`src/rtl/banked_irq_ctrl.sv`:
```
module banked_irq_ctrl #(
  parameter int ADDR_W = 6,
  parameter int NBASIC = 8,
  parameter int NPERI  = 32
) (
  input  logic              clk,
  input  logic              rst_n,
  input  logic              wr_en,
  input  logic [ADDR_W-1:0] addr,
  input  logic [31:0]       wdata,
  output logic [31:0]       rdata,
  input  logic [NBASIC-1:0] src_basic,
  input  logic [NPERI-1:0]  src_bank1,
  input  logic [NPERI-1:0]  src_bank2,
  output logic              irq,
  output logic              fiq
);
  localparam logic [ADDR_W-1:0] A_ST0  = ADDR_W'(6'h00);
  localparam logic [ADDR_W-1:0] A_ST1  = ADDR_W'(6'h04);
  localparam logic [ADDR_W-1:0] A_ST2  = ADDR_W'(6'h08);
  localparam logic [ADDR_W-1:0] A_FSEL = ADDR_W'(6'h0C);
  localparam logic [ADDR_W-1:0] A_SET1 = ADDR_W'(6'h10);
  localparam logic [ADDR_W-1:0] A_SET2 = ADDR_W'(6'h14);
  localparam logic [ADDR_W-1:0] A_SET0 = ADDR_W'(6'h18);
  localparam logic [ADDR_W-1:0] A_CLR1 = ADDR_W'(6'h1C);
  localparam logic [ADDR_W-1:0] A_CLR2 = ADDR_W'(6'h20);
  localparam logic [ADDR_W-1:0] A_CLR0 = ADDR_W'(6'h24);
  localparam logic [NPERI-1:0]  SC1 = NPERI'(32'h000C_0680);
  localparam logic [NPERI-1:0]  SC2 = NPERI'(32'h43E0_0000);
  localparam int NALL = 128;

  logic [NBASIC-1:0] en0;
  logic [NPERI-1:0]  en1, en2;
  logic [7:0]        fsel;

  always_ff @(posedge clk) begin
    if (!rst_n) begin
      en0  <= '0;
      en1  <= '0;
      en2  <= '0;
      fsel <= '0;
    end else if (wr_en) begin
      case (addr)
        A_SET0: en0 <= en0 | wdata[NBASIC-1:0];
        A_CLR0: en0 <= en0 & ~wdata[NBASIC-1:0];
        A_SET1: en1 <= en1 | wdata[NPERI-1:0];
        A_CLR1: en1 <= en1 & ~wdata[NPERI-1:0];
        A_SET2: en2 <= en2 | wdata[NPERI-1:0];
        A_CLR2: en2 <= en2 & ~wdata[NPERI-1:0];
        A_FSEL: fsel <= wdata[7:0];
        default: ;
      endcase
    end
  end

  logic [NBASIC-1:0] p0;
  logic [NPERI-1:0]  p1, p2;
  logic [4:0]        short1;
  logic [5:0]        short2;
  logic              sum1, sum2;
  logic [31:0]       st0;

  assign p0 = src_basic & en0;
  assign p1 = src_bank1 & en1;
  assign p2 = src_bank2 & en2;
  assign short1 = {p1[19], p1[18], p1[10], p1[9], p1[7]};
  assign short2 = {p2[30], p2[25], p2[24], p2[23], p2[22], p2[21]};
  assign sum1 = |(p1 & ~SC1);
  assign sum2 = |(p2 & ~SC2);
  assign st0 = 32'({short2, short1, sum2, sum1, p0});

  assign irq = |{p0, p1, p2};

  logic [NALL-1:0] raw_all;
  assign raw_all = NALL'({src_basic, src_bank2, src_bank1});
  assign fiq = fsel[7] & raw_all[fsel[6:0]];

  always_comb begin
    case (addr)
      A_ST0:  rdata = st0;
      A_ST1:  rdata = 32'(p1);
      A_ST2:  rdata = 32'(p2);
      A_FSEL: rdata = {24'b0, fsel};
      A_SET0: rdata = 32'(en0);
      A_SET1: rdata = 32'(en1);
      A_SET2: rdata = 32'(en2);
      default: rdata = '0;
    endcase
  end


  set_bank1_chk: assert property (@(posedge clk) disable iff (!rst_n)
    (wr_en && addr == A_SET1) |=> ((en1 & $past(wdata[NPERI-1:0])) == $past(wdata[NPERI-1:0])));

  clear_bank1_chk: assert property (@(posedge clk) disable iff (!rst_n)
    (wr_en && addr == A_CLR1) |=> ((en1 & $past(wdata[NPERI-1:0])) == '0));

  irq_needs_enable_chk: assert property (@(posedge clk) disable iff (!rst_n)
    irq |-> (|{en0, en1, en2}));

  summary_only_plain_chk: assert property (@(posedge clk) disable iff (!rst_n)
    ((src_bank1 & en1 & ~SC1) == '0) |-> !st0[8]);

  fiq_needs_flag_chk: assert property (@(posedge clk) disable iff (!rst_n)
    fiq |-> fsel[7]);

  status_write_inert_chk: assert property (@(posedge clk) disable iff (!rst_n)
    (wr_en && (addr == A_ST0 || addr == A_ST1 || addr == A_ST2)) |=>
      ($stable(en0) && $stable(en1) && $stable(en2) && $stable(fsel)));
endmodule

```
`config.mk`:
```
export PLATFORM = sky130hd
export DESIGN_NAME = banked_irq_ctrl
export DESIGN_NICKNAME = d
export VERILOG_FILES = /design/src/rtl/banked_irq_ctrl.sv
export SDC_FILE = /design/constraint.sdc
export NUM_CORES = 1
export LEC_CHECK = 0
export ABC_CLOCK_PERIOD_IN_PS = 1900
export BUFFER_PORTS_ARGS = -buffer_cell sky130_fd_sc_hd__buf_2
export CORE_MARGIN = 1
export CORE_UTILIZATION = 48
export DETAILED_ROUTE_END_ITERATION = 8
export PLACE_DENSITY_LB_ADDON = 0.25
export SLEW_MARGIN = 0
export SYNTH_ARGS = -nofsm -noshare
export SYNTH_HDL_FRONTEND = slang
export SYNTH_SLANG_ARGS = --single-unit
```
`constraint.sdc`:
```
create_clock -name clk -period 1.9 [get_ports clk]
set_input_delay 0.285 -clock clk [delete_from_list [all_inputs] [get_ports clk]]
set_output_delay 0.285 -clock clk [all_outputs]
set_load 0.01 [all_outputs]
```
# Word-level counts from Yosys, hierarchy flattened
# Index checks and enable logic that the tools add are counted.
# word_totals
register_bits,80
wordCells,43
# classes
muxes,6
n_reduce_logical,11
eq_ne,9
bitwise,12
magnitude_cmp,1
# op_table
cell,count
32-bit case mux with 7 select lines,1
32-bit bitwise AND,4
32-bit case mux with 2 select lines,2
72-bit OR reduction,1
32-bit bitwise OR,2
32-bit NOT,1
27-bit OR reduction,1
26-bit OR reduction,1
"6-bit by 5-bit equality test with 1-bit output, second input constant",4
8-bit bitwise AND,2
8-bit case mux with 2 select lines,1
"6-bit by 4-bit equality test with 1-bit output, second input constant",2
"6-bit equality test, second input constant",2
"7-bit by 8-bit < comparator with 1-bit output, second input constant",1
8-bit NOT,1
8-bit bitwise OR,1
2-bit AND reduction,4
1-bit binary-select mux with 7-bit select,1
"6-bit by 3-bit equality test with 1-bit output, second input constant",1
6-bit logical NOT,1
2-bit nonzero test,3
1-bit bitwise AND,1
1-bit two-way mux,1

# Logic depth before layout (Yosys ltp)
# depth
word_depth,3
ltp_mapped,7
ltp_nobuf,5

# Worst setup path after synthesis
# Ideal clock, no wire load.
# synth_path
kind,input-to-output
start,in addr[3]
end,out rdata[15]
path_stages,6
setup_slack_ns,-0.218
n_path_buf,2
t_required_ns,1.615
t_arrival_ns,1.833
path_cell_list,or4_4 -> nor3b_4 -> buf_2 -> buf_2 -> a21oi_1 -> o221ai_1
# synth_via
elab_chain_cells,2
# synth_lines
element,line,text
from (decl),9,"input logic [ADDR_W-1:0] addr,"
6-bit by 5-bit equality test with 1-bit output (tied with other cells),79,case (addr)
32-bit case mux with 7 select lines (*),79,
to (decl),11,"output logic [31:0] rdata,"
# Mark *: on every way between the ends. The rest lies on a longest branch, timed or not.

# Worst setup path in the final report
# layout_path
start,reg fsel[1]
end,out fiq
# layout_via
elab_chain_cells,3
# layout_lines
element,line,text
from (decl),34,logic [7:0] fsel;
from (signal assigned),50,A_FSEL: fsel <= wdata[7:0];
1-bit binary-select mux with 7-bit select,76,assign fiq = fsel[7] & raw_all[fsel[6:0]];
1-bit two-way mux (not written as such),76,
1-bit bitwise AND,76,
to (decl),16,output logic fiq
# Every way passes these cells. The select of a mux whose other input is x is not followed.

==> report_table.html <==
<table>
<tr><th>Metric</th><th>Value</th></tr>
<tr><th colspan="2">Run status</th></tr>
<tr><td>Status</td><td>finished, violations left</td></tr>
<tr><td>Violations in the final reports</td><td>negative setup slack</td></tr>
<tr><th colspan="2">Worst setup path</th></tr>
<tr><td>Maximum single-stage delay on the critical path</td><td>510 ps</td></tr>
<tr><td>Required @ worst endpoint</td><td>1620 ps</td></tr>
<tr><td>CP max stage cell</td><td>sky130_fd_sc_hd__mux4_2</td></tr>
<tr><td>Cell-by-cell trace of the critical path</td><td>mux4_2 &gt; mux4_2 &gt; mux2i_2 &gt; o21ai_1 &gt; buf_2</td></tr>
<tr><td>Setup Crit Path Kind</td><td>reg2out</td></tr>
<tr><td>Largest fanout on the critical path</td><td>6</td></tr>
<tr><td>Nature of the critical path endpoint</td><td>output port</td></tr>
<tr><td>CP startpoint kind</td><td>register</td></tr>
<tr><td>Cell family contributing the most delay on the critical path</td><td>multiplexers</td></tr>
<tr><td>Worst EP arrival</td><td>2260 ps</td></tr>
<tr><td>WP buf/inv</td><td>1</td></tr>
<tr><td>Most frequent cell on the critical path</td><td>sky130_fd_sc_hd__mux4_2</td></tr>
<tr><th colspan="2">Routing</th></tr>
<tr><td>Number of vias per cell after detailed routing</td><td>7.03</td></tr>
<tr><td>Residual antenna-violating net count after detailed routing</td><td>0</td></tr>
<tr><td>DR WL/cell</td><td>25.2 um</td></tr>
<tr><td>Total vias in the final route</td><td>6571</td></tr>
<tr><td>Drt first pass iters</td><td>8</td></tr>
<tr><td>DRT Wirelength</td><td>23600 um</td></tr>
<tr><td>Initial DRC Count</td><td>780</td></tr>
<tr><td>DRC viols</td><td>0</td></tr>
<tr><th colspan="2">Floorplanning</th></tr>
<tr><td>IO Pins</td><td>147</td></tr>
<tr><td>Starting Density</td><td>0.492</td></tr>
<tr><td>Number of rows in the core area</td><td>37</td></tr>
<tr><td>Overall die area</td><td>10900 um2</td></tr>
<tr><td>Core ar.</td><td>10200 um2</td></tr>
<tr><td>Horizontal die dimension</td><td>104 um</td></tr>
<tr><td>Die Y-Extent</td><td>104 um</td></tr>
<tr><th colspan="2">STA</th></tr>
<tr><td>Fin. max-slew vios</td><td>0</td></tr>
<tr><td>Fraction of the cycle the final worst path needs</td><td>1.34</td></tr>
<tr><td>Crit path time final</td><td>2540 ps</td></tr>
<tr><td>Setup Skew</td><td>0 ps</td></tr>
<tr><td>Worst slew margin</td><td>0.694</td></tr>
<tr><td>Pin slew with the least headroom to its limit</td><td>459 ps</td></tr>
<tr><td>Final hold violation count</td><td>0</td></tr>
<tr><td>Final setup violating endpoints</td><td>44</td></tr>
<tr><td>RSZ-0062 raised after global routing</td><td>true</td></tr>
<tr><td>Timing-limited maximum frequency</td><td>0.393 GHz</td></tr>
<tr><td>Worst setup margin</td><td>-642 ps</td></tr>
<tr><th colspan="2">Logic synthesis</th></tr>
<tr><td>Number of unique standard cell types used by synthesis</td><td>49</td></tr>
<tr><td>Mean area per synthesized cell</td><td>8.52 um2</td></tr>
<tr><td>Number of synthesized register bits</td><td>80</td></tr>
<tr><td>Main flop type after synthesis</td><td>sky130_fd_sc_hd__dfxtp_1</td></tr>
<tr><td>Number of synthesized flops with an enable pin</td><td>0</td></tr>
<tr><td>Sequential-to-total area share from yosys stat</td><td>0.318</td></tr>
<tr><td>Number of cells produced by synthesis</td><td>591</td></tr>
<tr><td>Number of warnings reported in the yosys synthesis log</td><td>0</td></tr>
<tr><td>Share of synthesized registers carrying an async set or reset</td><td>0</td></tr>
<tr><td>Post-Synthesis Cell Area</td><td>5040 um2</td></tr>
<tr><td>Net count after synthesis</td><td>704</td></tr>
<tr><th colspan="2">Layout</th></tr>
<tr><td>Diode insertion count for antenna repair</td><td>0</td></tr>
<tr><td>Post-route non-filler standard cell count</td><td>935</td></tr>
<tr><td>Fraction of layout instances using a drive strength above 1</td><td>0.453</td></tr>
<tr><td>Area growth from synthesis to layout</td><td>48.9%</td></tr>
<tr><td>Net count reported at finish</td><td>907</td></tr>
<tr><th colspan="2">Power</th></tr>
<tr><td>Power per Cell Area</td><td>494 nW/um2</td></tr>
<tr><td>Clock group share of total power</td><td>0.377</td></tr>
<tr><td>Switching power of the nets</td><td>1.13 mW</td></tr>
<tr><td>Sequential share of power</td><td>0.459</td></tr>
<tr><td>Post-layout power</td><td>3.71 mW</td></tr>
<tr><td>Combinational Power Share</td><td>0.164</td></tr>
<tr><td>Leakage Power</td><td>2.74 nW</td></tr>
<tr><td>Peak supply drop</td><td>0.282 mV</td></tr>
<tr><td>Switching part of the total power</td><td>0.305</td></tr>
<tr><td>Internal Dissipation</td><td>2.57 mW</td></tr>
<tr><th colspan="2">GRT</th></tr>
<tr><td>Maximum number of pins on one net before global-route repair</td><td>81</td></tr>
<tr><td>GR Util All Layers</td><td>0.412</td></tr>
<tr><td>Global-route congestion overflow total</td><td>0</td></tr>
<tr><td>Vias in the first global route</td><td>6120</td></tr>
<tr><td>Wire length of the first global-routing pass</td><td>34500 um</td></tr>
<tr><td>Number of antenna violations at the first check in global routing</td><td>0</td></tr>
<tr><th colspan="2">Placement</th></tr>
<tr><td>Detailed Place HPWL</td><td>15800 um</td></tr>
<tr><td>Count of buffers from port buffering</td><td>146</td></tr>
<tr><td>Final Wtd Congestion</td><td>0.984</td></tr>
<tr><td>Cell count after placement</td><td>902</td></tr>
<tr><th colspan="2">Clock tree</th></tr>
<tr><td>Clock insertion delay at the later pin of the skew report</td><td>370 ps</td></tr>
<tr><td>Number of buffers added by the clock tree synthesis step</td><td>9</td></tr>
<tr><td>Clock tree from TritonCTS</td><td>yes</td></tr>
<tr><td>Cell at the root of the clock tree</td><td>sky130_fd_sc_hd__clkbuf_8</td></tr>
<tr><td>Clock Pin Slew Worst Setup and Hold Paths</td><td>100 ps</td></tr>
<tr><td>H-tree lvl count</td><td>3</td></tr>
<tr><td>CTS Hold Bufs</td><td>0</td></tr>
<tr><td>Clk sinks</td><td>80</td></tr>
<tr><td>Largest buffer count on any clock path</td><td>2</td></tr>
<tr><th colspan="2">Job</th></tr>
<tr><td>Max-cap violation count</td><td>0</td></tr>
<tr><th colspan="2">Worst hold path</th></tr>
<tr><td>Worst min-delay path class</td><td>in2reg</td></tr>
</table>
==> cell usage after synthesis, types with 6 or more instances <==
cell                       count  area, um2
sky130_fd_sc_hd__o21ai_0       7       35.0
sky130_fd_sc_hd__a311oi_1     64        561
sky130_fd_sc_hd__inv_1        20       75.1
sky130_fd_sc_hd__buf_2        11       55.1
sky130_fd_sc_hd__a21boi_0     20        150
sky130_fd_sc_hd__a21oi_1     116        581
sky130_fd_sc_hd__nand3_1      21        105
sky130_fd_sc_hd__nand2_1      48        180
sky130_fd_sc_hd__mux4_2       19        428
sky130_fd_sc_hd__a22oi_1      27        203
sky130_fd_sc_hd__nand2b_1      7       43.8
sky130_fd_sc_hd__o22ai_1       7       43.8
sky130_fd_sc_hd__nand4_1       6       37.5
sky130_fd_sc_hd__nor3_1        8       40.0
sky130_fd_sc_hd__dfxtp_1      80       1600
sky130_fd_sc_hd__a211oi_1      8       60.1
sky130_fd_sc_hd__nor2b_1      15       93.8
sky130_fd_sc_hd__clkbuf_1     36        135
sky130_fd_sc_hd__a2111o_1      7       78.8
sky130_fd_sc_hd__o221ai_1      7       61.3
==> cell families (layout without fill, tap and decap cells) <==
group,count (synthesis),after routing,synth area share
multiplexers,24,24,0.0949
flip-flops,80,80,0.318
AO/OA/AOI/OAI,286,286,0.394
buffers and inverters,73,281,0.0594
AND/OR/NAND/NOR,128,128,0.134
==> power by group through the flow <==
stage	sequential, mW	combinational (mW)	clock, mW
2_1_floorplan	1.73	0.168	0
3_3_place_gp	1.74	0.506	0
3_5_place_dp	1.74	0.516	0
4_1_cts	1.70	0.552	1.38
5_1_grt	1.70	0.625	1.48
6_report	1.70	0.606	1.40
==> final cells by class <==
| class | count | area, um2 |
|---|---|---|
| Multi-Input combinational cell | 438 | 3580 |
| Clock buffer | 9 | 124 |
| Fill cell | 737 | 2730 |
| Clock inverter | 7 | 85.1 |
| Timing Repair Buffer | 244 | 1860 |
| Tap cell | 136 | 170 |
| Inverter | 21 | 78.8 |
| Sequential cell | 80 | 1610 |
==> stage by stage <==
stage          utilization  hold WS [ps]  area [um2]  setup TNS, ps  worst slack (ps)
6_report             0.733           139        7500         -10860              -642
3_5_place_dp         0.641           489        6560         -23330              -399
5_1_grt              0.733           151        7500         -12450              -668
4_1_cts              0.703           139        7190          -8680              -590
2_1_floorplan            -           382        5160           -729             -54.1
3_3_place_gp         0.641           479        6560         -19450              -355
==> repair_timing <==
item,in CTS,in global routing
pin swaps,24,62
setup endpoints to repair,34,66
setup buffers,8,0
gates cloned,5,4
resized for setup,70,48
hold endpoints to repair,0,0
==> metal layers <==
layer	GRT usage	share of wire	wire, um
met4	0.210	0.063	1480
met1	0.535	0.36	8450
met5	0	0	0
met2	0.655	0.45	10600
met3	0.0739	0.13	3000
==> path summary, 6_finish.rpt <==
path | start | slack [ps] | endpoint | cells past startpoint
hold / removal | wdata[9] | 140 | register | 2
setup reg to reg | fsel[2] | 800 | fsel[2] | 4
hold reg to reg | fsel[4] | 500 | fsel[4] | 2
setup / recovery | fsel[1] | -640 | fiq | 5
==> layout by cell type, fill, tap and decap left out, types with 7 or more instances in the layout <==
| master | count |
|---|---|
| sky130_fd_sc_hd__buf_2 | 141 |
| sky130_fd_sc_hd__a21oi_1 | 80 |
| sky130_fd_sc_hd__dfxtp_1 | 77 |
| sky130_fd_sc_hd__buf_4 | 64 |
| sky130_fd_sc_hd__a311oi_1 | 62 |
| sky130_fd_sc_hd__nand2_1 | 47 |
| sky130_fd_sc_hd__a21oi_2 | 28 |
| sky130_fd_sc_hd__a22oi_1 | 27 |
| sky130_fd_sc_hd__inv_1 | 20 |
| sky130_fd_sc_hd__mux4_2 | 19 |
| sky130_fd_sc_hd__nand3_1 | 17 |
| sky130_fd_sc_hd__a21boi_0 | 15 |
| sky130_fd_sc_hd__buf_6 | 15 |
| sky130_fd_sc_hd__buf_12 | 15 |
| sky130_fd_sc_hd__nor2b_1 | 13 |
| sky130_fd_sc_hd__clkbuf_8 | 9 |
| sky130_fd_sc_hd__a21oi_4 | 8 |
| sky130_fd_sc_hd__a211oi_1 | 8 |
| sky130_fd_sc_hd__a2111o_1 | 7 |
| sky130_fd_sc_hd__o221ai_2 | 7 |
(Power assumes the default switching activity.)
